===== src/rtl/uart_tx_pkg.sv =====
package uart_tx_pkg;

  typedef enum logic [2:0] {
    PAR_NONE  = 3'd0,
    PAR_EVEN  = 3'd1,
    PAR_ODD   = 3'd2,
    PAR_MARK  = 3'd3,
    PAR_SPACE = 3'd4
  } parity_e;

  localparam int FRAME_MAX = 12;
  localparam int LEN_W     = 4;

  typedef struct packed {
    logic [FRAME_MAX-1:0] bits;
    logic [LEN_W-1:0]     len;
  } frame_t;

  // Assemble a full frame, bit 0 first on the line: start, data, parity, stops.
  function automatic frame_t build_frame(input logic [7:0] data,
                                         input logic [1:0] word_len,
                                         input logic [2:0] parity,
                                         input logic       two_stop);
    frame_t     f;
    int         w;
    int         n;
    logic [7:0] d;
    logic       p;
    logic       par_en;
    w = 5 + int'(word_len);
    d = data & 8'((1 << w) - 1);
    par_en = 1'b1;
    case (parity)
      PAR_EVEN:  p = ^d;
      PAR_ODD:   p = ~^d;
      PAR_MARK:  p = 1'b1;
      PAR_SPACE: p = 1'b0;
      default: begin
        p = 1'b1;
        par_en = 1'b0;
      end
    endcase
    f.bits = (12'hFFF << (w + 1)) | {3'b000, d, 1'b0};
    if (par_en && !p) f.bits = f.bits & ~(12'd1 << (w + 1));
    n = 1 + w + (par_en ? 1 : 0) + (two_stop ? 2 : 1);
    f.len = LEN_W'(n);
    return f;
  endfunction

endpackage


===== src/rtl/uart_tx_fifo.sv =====
module uart_tx_fifo #(
  parameter int DEPTH = 16,
  parameter int WIDTH = 8
) (
  input  logic             clk,
  input  logic             rst_n,
  input  logic             push_valid,
  input  logic [WIDTH-1:0] push_data,
  output logic             push_ready,
  input  logic             pop,
  output logic [WIDTH-1:0] pop_data,
  output logic             empty,
  output logic             full
);
  localparam int AW = (DEPTH > 1) ? $clog2(DEPTH) : 1;
  localparam int CW = $clog2(DEPTH + 1);

  logic [WIDTH-1:0] mem [DEPTH];
  logic [AW-1:0]    wr_ptr, rd_ptr;
  logic [CW-1:0]    count;
  logic             do_push, do_pop;

  assign full       = (count == CW'(DEPTH));
  assign empty      = (count == '0);
  assign push_ready = !full;
  assign do_push    = push_valid && !full;
  assign do_pop     = pop && !empty;
  assign pop_data   = mem[rd_ptr];

  function automatic logic [AW-1:0] advance(input logic [AW-1:0] p);
    return (p == AW'(DEPTH - 1)) ? '0 : p + 1'b1;
  endfunction

  always_ff @(posedge clk) begin
    if (do_push) mem[wr_ptr] <= push_data;
  end

  always_ff @(posedge clk or negedge rst_n) begin
    if (!rst_n) begin
      wr_ptr <= '0;
      rd_ptr <= '0;
      count  <= '0;
    end else begin
      if (do_push) wr_ptr <= advance(wr_ptr);
      if (do_pop)  rd_ptr <= advance(rd_ptr);
      case ({do_push, do_pop})
        2'b10:   count <= count + 1'b1;
        2'b01:   count <= count - 1'b1;
        default: count <= count;
      endcase
    end
  end

  // A byte offered to a full queue must leave the occupancy untouched.
  assert_no_overflow_R6: assert property (@(posedge clk) disable iff (!rst_n)
    (full && push_valid && !pop) |=> (full && $stable(count)));

  // The serializer only pops when a byte is waiting.
  assert_pop_nonempty_R5: assert property (@(posedge clk) disable iff (!rst_n)
    pop |-> !empty);

endmodule


===== src/rtl/uart_tx_baud.sv =====
module uart_tx_baud #(
  parameter int DIV_W = 16
) (
  input  logic             clk,
  input  logic             rst_n,
  input  logic             enable,
  input  logic             restart,
  input  logic [DIV_W-1:0] divisor,
  output logic             tick
);
  logic [DIV_W-1:0] cnt;

  assign tick = enable && (cnt == '0);

  always_ff @(posedge clk or negedge rst_n) begin
    if (!rst_n) begin
      cnt <= '0;
    end else if (restart) begin
      cnt <= divisor;
    end else if (enable) begin
      cnt <= (cnt == '0) ? divisor : cnt - 1'b1;
    end
  end

  // With a non-zero divisor two ticks never land on adjacent cycles.
  assert_tick_spacing_R1: assert property (@(posedge clk) disable iff (!rst_n)
    (tick && divisor != '0) |=> !tick);

endmodule


===== src/rtl/uart_tx_shifter.sv =====
module uart_tx_shifter
  import uart_tx_pkg::*;
#(
  parameter int OVERSAMPLE = 16
) (
  input  logic       clk,
  input  logic       rst_n,
  input  logic       enable,
  input  logic       tick,
  input  logic       fifo_empty,
  input  logic [7:0] fifo_data,
  input  logic [1:0] cfg_word_len,
  input  logic [2:0] cfg_parity,
  input  logic       cfg_two_stop,
  output logic       pop,
  output logic       restart,
  output logic       active,
  output logic       line
);
  localparam int SW = $clog2(OVERSAMPLE);

  logic [FRAME_MAX-1:0] frame_q;
  logic [LEN_W-1:0]     left_q;
  logic [SW-1:0]        sub_q;
  logic                 active_q;
  frame_t               next_frame;
  logic                 start_idle, bit_end, frame_end;

  always_comb next_frame = build_frame(fifo_data, cfg_word_len, cfg_parity, cfg_two_stop);

  assign start_idle = !active_q && enable && !fifo_empty;
  assign bit_end    = active_q && tick && (sub_q == SW'(OVERSAMPLE - 1));
  assign frame_end  = bit_end && (left_q == LEN_W'(1));
  assign pop        = start_idle || (frame_end && !fifo_empty);
  assign restart    = !active_q;
  assign active     = active_q;
  assign line       = active_q ? frame_q[0] : 1'b1;

  always_ff @(posedge clk or negedge rst_n) begin
    if (!rst_n) begin
      active_q <= 1'b0;
      frame_q  <= '1;
      left_q   <= '0;
      sub_q    <= '0;
    end else if (pop) begin
      active_q <= 1'b1;
      frame_q  <= next_frame.bits;
      left_q   <= next_frame.len;
      sub_q    <= '0;
    end else if (frame_end) begin
      active_q <= 1'b0;
      frame_q  <= '1;
      sub_q    <= '0;
    end else if (bit_end) begin
      frame_q  <= {1'b1, frame_q[FRAME_MAX-1:1]};
      left_q   <= left_q - 1'b1;
      sub_q    <= '0;
    end else if (active_q && tick) begin
      sub_q    <= sub_q + 1'b1;
    end
  end

  // Every frame opens with a low start bit.
  assert_start_low_R2: assert property (@(posedge clk) disable iff (!rst_n)
    $rose(active_q) |-> !line);

  // The shifter only goes idle at the close of a bit period.
  assert_frame_close_R7: assert property (@(posedge clk) disable iff (!rst_n)
    $fell(active_q) |-> $past(tick && sub_q == SW'(OVERSAMPLE - 1)));

  // With enable low, the frame position is frozen.
  assert_hold_disabled_R8: assert property (@(posedge clk) disable iff (!rst_n)
    (!enable && active_q) |=> (active_q && $stable(frame_q) && $stable(sub_q)));

endmodule


===== src/rtl/uart_tx_engine.sv =====
module uart_tx_engine #(
  parameter int FIFO_DEPTH = 16,
  parameter int DATA_W     = 8,
  parameter int DIV_W      = 16,
  parameter int OVERSAMPLE = 16
) (
  input  logic             clk,
  input  logic             rst_n,
  input  logic             enable,
  input  logic [DIV_W-1:0] cfg_divisor,
  input  logic [1:0]       cfg_word_len,
  input  logic [2:0]       cfg_parity,
  input  logic             cfg_two_stop,
  input  logic             cfg_break,
  input  logic             in_valid,
  input  logic [DATA_W-1:0] in_data,
  output logic             in_ready,
  output logic             txd,
  output logic             busy,
  output logic             fifo_full
);
  logic              fifo_empty, pop, tick, restart, active, line;
  logic [DATA_W-1:0] head;

  uart_tx_fifo #(.DEPTH(FIFO_DEPTH), .WIDTH(DATA_W)) u_fifo (
    .clk        (clk),
    .rst_n      (rst_n),
    .push_valid (in_valid),
    .push_data  (in_data),
    .push_ready (in_ready),
    .pop        (pop),
    .pop_data   (head),
    .empty      (fifo_empty),
    .full       (fifo_full)
  );

  uart_tx_baud #(.DIV_W(DIV_W)) u_baud (
    .clk     (clk),
    .rst_n   (rst_n),
    .enable  (enable),
    .restart (restart),
    .divisor (cfg_divisor),
    .tick    (tick)
  );

  uart_tx_shifter #(.OVERSAMPLE(OVERSAMPLE)) u_shift (
    .clk          (clk),
    .rst_n        (rst_n),
    .enable       (enable),
    .tick         (tick),
    .fifo_empty   (fifo_empty),
    .fifo_data    (head[7:0]),
    .cfg_word_len (cfg_word_len),
    .cfg_parity   (cfg_parity),
    .cfg_two_stop (cfg_two_stop),
    .pop          (pop),
    .restart      (restart),
    .active       (active),
    .line         (line)
  );

  assign busy = !fifo_empty || active;
  assign txd  = cfg_break ? 1'b0 : line;

  // An idle engine leaves the line marking unless break forces it low.
  assert_idle_mark_R7: assert property (@(posedge clk) disable iff (!rst_n)
    !busy |-> (txd || cfg_break));

  // Busy survives a deasserted enable.
  assert_busy_hold_R8: assert property (@(posedge clk) disable iff (!rst_n)
    (!enable && busy) |=> busy);

  // A full queue can never coexist with an idle engine.
  assert_full_busy_R6: assert property (@(posedge clk) disable iff (!rst_n)
    fifo_full |-> busy);

endmodule


===== config.mk =====
export PLATFORM = sky130hd
export DESIGN_NAME = uart_tx_engine
export DESIGN_NICKNAME = d
export VERILOG_FILES = /design/src/rtl/uart_tx_pkg.sv /design/src/rtl/uart_tx_fifo.sv /design/src/rtl/uart_tx_baud.sv /design/src/rtl/uart_tx_shifter.sv /design/src/rtl/uart_tx_engine.sv
export SDC_FILE = /design/constraint.sdc
export NUM_CORES = 1
export LEC_CHECK = 0
export BUFFER_PORTS_ARGS = -buffer_cell sky130_fd_sc_hd__buf_2
export CAP_MARGIN = 40
export CORE_MARGIN = 4
export CORE_UTILIZATION = 45
export CTS_CLUSTER_DIAMETER = 200
export DETAILED_ROUTE_END_ITERATION = 12
export GPL_TIMING_DRIVEN = 0
export PLACE_DENSITY_LB_ADDON = 0.15
export SYNTH_ARGS = -nofsm -noshare
export SYNTH_HDL_FRONTEND = slang
export SYNTH_SLANG_ARGS = --single-unit

===== constraint.sdc =====
create_clock -name clk -period 8.4 [get_ports clk]
set_input_delay 1.26 -clock clk [delete_from_list [all_inputs] [get_ports clk]]
set_output_delay 1.26 -clock clk [all_outputs]
set_load 0.005 [all_outputs]

==> parameters.txt <==
Parameter                              Value

Status
  Run status ... finished clean

STA
  Pin slew with the least headroom to its limit ... 0.7808 ns
  Shortest period the worst path allows ... 4.516 ns
  Post-Route Skew ... 0.007941 ns
  Worst path setup slack after routing ... 3.884 ns
  Maximum clock frequency ... 0.2214 GHz
  RSZ-0062 raised after global routing ... no
  Final setup violation count ... 0
  Worst hold margin ... 0.5237 ns
  Relative max-transition margin ... 47.47%
  Count of final max-slew check failures ... 0
  Aggregate negative setup slack ... 0 ns
  Final-report hold violation count ... 0
  Final cycle utilization of the critical path ... 53.77%

Die
  Placement Rows ... 49
  Die extent in x ... 145.2 um
  Core area ... 18270 um^2
  Area of the die ... 21090 um^2
  Die Y-Extent ... 145.2 um
  Total I/O pin count ... 39
  Starting density of the core ... 46.38%

Power
  Combinational cell fraction of total power ... 21.3%
  Total design power ... 0.002418 W
  Sequential Power Share ... 47.4%
  Sw frac ... 29.61%
  Switching power total ... 0.0007159 W
  Fraction of power consumed by the clock network ... 31.3%
  Internal Dissipation ... 0.001702 W
  Pwr/cell area ... 249.5 nW/um^2
  Leak Pwr ... 3.505 nW
  IR drop worst, VDD ... 0.1481 mV

Global route
  GRT overflow ... 0
  Via count of the first global-routing pass ... 5479
  Combined global-route utilization of all metal layers ... 18.88%
  Pin count of the biggest net entering global routing ... 33
  First-pass GRT wire length ... 30.90 mm
  Number of antenna violations at the first check in global routing ... 0

Drt
  Drc violations ... 0
  Met2 Routed Length ... 9.822 mm
  Via count of the routed design ... 5529
  Routed via count divided by cell count ... 5.771
  Drt first pass iters ... 5
  Met1 Routed Length ... 8.441 mm
  Violation count after the first detailed-route iteration ... 420
  Routed wire length ... 19.42 mm
  Wire per inst ... 20.27 um
  Routed length on met3 ... 914 um
  Antenna Nets Post-Route ... 0
  Topmost layer with routed signal wires ... met4

Synth
  Netlist area before placement ... 8474 um^2
  Synth area leaders ... edfxtp_1 45%, dfrtp_1 11%, mux4_2 4.3%, dfstp_2 3.7%, mux4_1 3.4%
  Proportion of netlist area held by the largest area contributor ... 45.36%
  Post-synthesis sequential area ratio ... 60.30%
  Most area-hungry cell type in the Yosys netlist ... edfxtp_1
  Count of synthesis-stage warnings from yosys ... 0
  Combinational family with the most area after synthesis ... multiplexers
  Adder-cell area share of the yosys netlist ... 3.278%
  Syn avg cell area ... 13.14 um^2
  Basic-gate share of the synthesized area counting and, or, nand and nor cells ... 10.35%
  Fraction of the mapped netlist area in compound gates ... 9.833%
  XOR/XNOR Fraction of Synth Area ... 2.333%
  Post-synthesis cell count ... 645
  Fraction of synthesized area in multiplexers ... 10.53%
  Most used flip-flop cell after synthesis ... edfxtp_1
  EDFF count, synth ... 128
  Proportion of synthesized flip-flops having asynchronous set or reset ... 28.09%
  Number of distinct library cell variants in the gate-level netlist after synthesis ... 66
  Synthesis-stage register bit count ... 178

Clock network
  Clock-pin transition on the worst setup and hold timing paths ... 0.07 ns
  Number of CTS-inserted buffers ... 17
  Hold buffer count at cts ... 0
  Count of buffers added by post-CTS timing repair for setup ... 0
  Buffer type at the clock tree root ... clkbuf_16
  Clock latency of the later-clocked register in the worst-skew pair ... 0.43 ns
  Bufs on Longest Clock Path ... 2
  TritonCTS clock tree ... yes
  Maximum level of the CTS H-tree ... 4
  Clock Sink Count ... 178
  Post-CTS resize count ... 0

Cells and area
  Total area of multi-input combinational cells ... 3105 um^2
  Leading cell type in the layout, fill and taps excluded ... edfxtp_1
  Layout cell share with drive strength beyond 1 ... 18.93%
  Relative area change from synthesis to final layout ... 14.37%
  # fillers ... 1540
  Antenna diode instance count ... 0
  Most frequent cells in the layout ... 128 x edfxtp_1, 53 x nor2_1, 45 x o21ai_0, 42 x nand2_1, 39 x buf_2
  Layout Nets ... 774
  Footprint of the flip-flops and latches ... 5110 um^2

Hold path
  Type of the tightest min-delay check ... flip-flop to flip-flop

Worst setup path
  Maximum fanout along the worst path ... 11
  Critical path required time ... 8.71 ns
  Critical path startpoint category ... flip-flop
  Class of the most critical setup path ... flip-flop to flip-flop
  Data arrival time of the worst path ... 4.83 ns
  Crit. End Element ... flip-flop

Placed design
  Port-buffer cells ... 36
  Worst slack at placement ... 3.907 ns
  GPL Wtd Cong ... 0.8505
  DP Wirelength ... 13.92 mm

Run
  Max-cap check violation count ... 0
==> worst paths after layout <==
kind                                start                  to  slack [ns]  depth (start not counted)
max                        u_baud.cnt[10]     u_fifo.count[4]        3.88                         18
min                        u_baud.cnt[13]      u_baud.cnt[13]        0.52                          2
max reg2reg                u_baud.cnt[10]     u_fifo.count[4]        3.88                         18
min reg2reg                u_baud.cnt[13]      u_baud.cnt[13]        0.52                          2
max in group asynchronous           rst_n  u_shift.frame_q[7]        7.02                          2
min in group asynchronous           rst_n       u_baud.cnt[6]        0.78                          1
==> sequential cells by signal (all words and copies together) (netlist names) <==
name / cells
u_fifo.mem: 128
u_shift.sub_q: 4
u_baud.cnt: 16
u_fifo.count: 5
u_fifo.wr_ptr: 4
u_shift.active: 1
u_shift.left_q: 4
u_fifo.rd_ptr: 4
u_shift.frame_q: 12
==> area by class of cell <==
type | instances | share of cell area (%)
sequential | 178 | 52.72
timing repair buffer | 53 | 3.615
multi-input combinational | 409 | 32.04
clock buffer | 17 | 4.389
tap | 229 | 2.956
inverter | 22 | 0.8521
buffer | 37 | 2.066
clock inverter | 13 | 1.356
==> metrics by stage <==
step | util, % | cell area (um^2) | instances
final | 53.05 | 9692 | 958
after floorplan | - | 8478 | 646
after CTS | 53.05 | 9692 | 958
after detailed placement | 50.00 | 9135 | 928
after global routing | 53.05 | 9692 | 958
after global placement | 48.96 | 8945 | 911
==> cell families (layout without fill, tap and decap cells) <==
logic type	after synthesis	in the layout
other	1	2
flip-flops	178	178
multiplexers	51	51
XOR/XNOR	20	20
AND/OR/NAND/NOR	181	181
AO/OA/AOI/OAI	134	134
buffers and inverters	59	142
adder cells (fa/ha/maj)	21	21
==> worst max-delay path: stages, from the launching register on <==
cell and delay, ns:
dfrtp_1 0.36, clkbuf_1 0.18, nor4_2 0.47, nand2b_1 0.16, nor4_2 0.52, nand2_1 0.09
o21ai_0 0.27, nand2b_2 0.16, inv_1 0.14, clkbuf_1 0.49, ha_1 0.41, xor2_1 0.11
ha_1 0.22, o21ai_0 0.15, a21oi_1 0.09, a21oi_1 0.18, xor2_1 0.17, nor2_1 0.07
xor2_1 0.14
==> Yosys cell counts, types with 5 or more instances <==
| master | instances |
|---|---|
| a21o_1 | 5 |
| a21oi_1 | 37 |
| a22oi_1 | 8 |
| buf_6 | 6 |
| clkbuf_1 | 21 |
| dfrtp_1 | 38 |
| dfstp_2 | 12 |
| edfxtp_1 | 128 |
| ha_1 | 19 |
| inv_1 | 22 |
| mux2i_1 | 22 |
| mux4_1 | 11 |
| mux4_2 | 16 |
| nand2_1 | 42 |
| nand2b_1 | 9 |
| nand3_1 | 16 |
| nand4_1 | 8 |
| nor2_1 | 53 |
| nor2b_1 | 8 |
| nor3_1 | 18 |
| o211ai_1 | 6 |
| o21ai_0 | 45 |
| or3_1 | 7 |
| xnor2_1 | 8 |
| xor2_1 | 10 |
==> power by group through the flow <==
stage / registers (W) / logic, W / clock network (W)
after floorplan: 0.00114 / 0.000362 / 0
after global placement: 0.00116 / 0.000476 / 0
after detailed placement: 0.00116 / 0.000517 / 0
after CTS: 0.00115 / 0.000518 / 0.000770
after global routing: 0.00116 / 0.000569 / 0.000812
final: 0.00115 / 0.000515 / 0.000756
==> metal layers <==
layer,GRT usage [%],vias up
li1,-,2588
met1,25.41,2778
met2,32.06,140
met3,3.056,23
met4,5.271,0
met5,0,-
(Power assumes the default switching activity.)
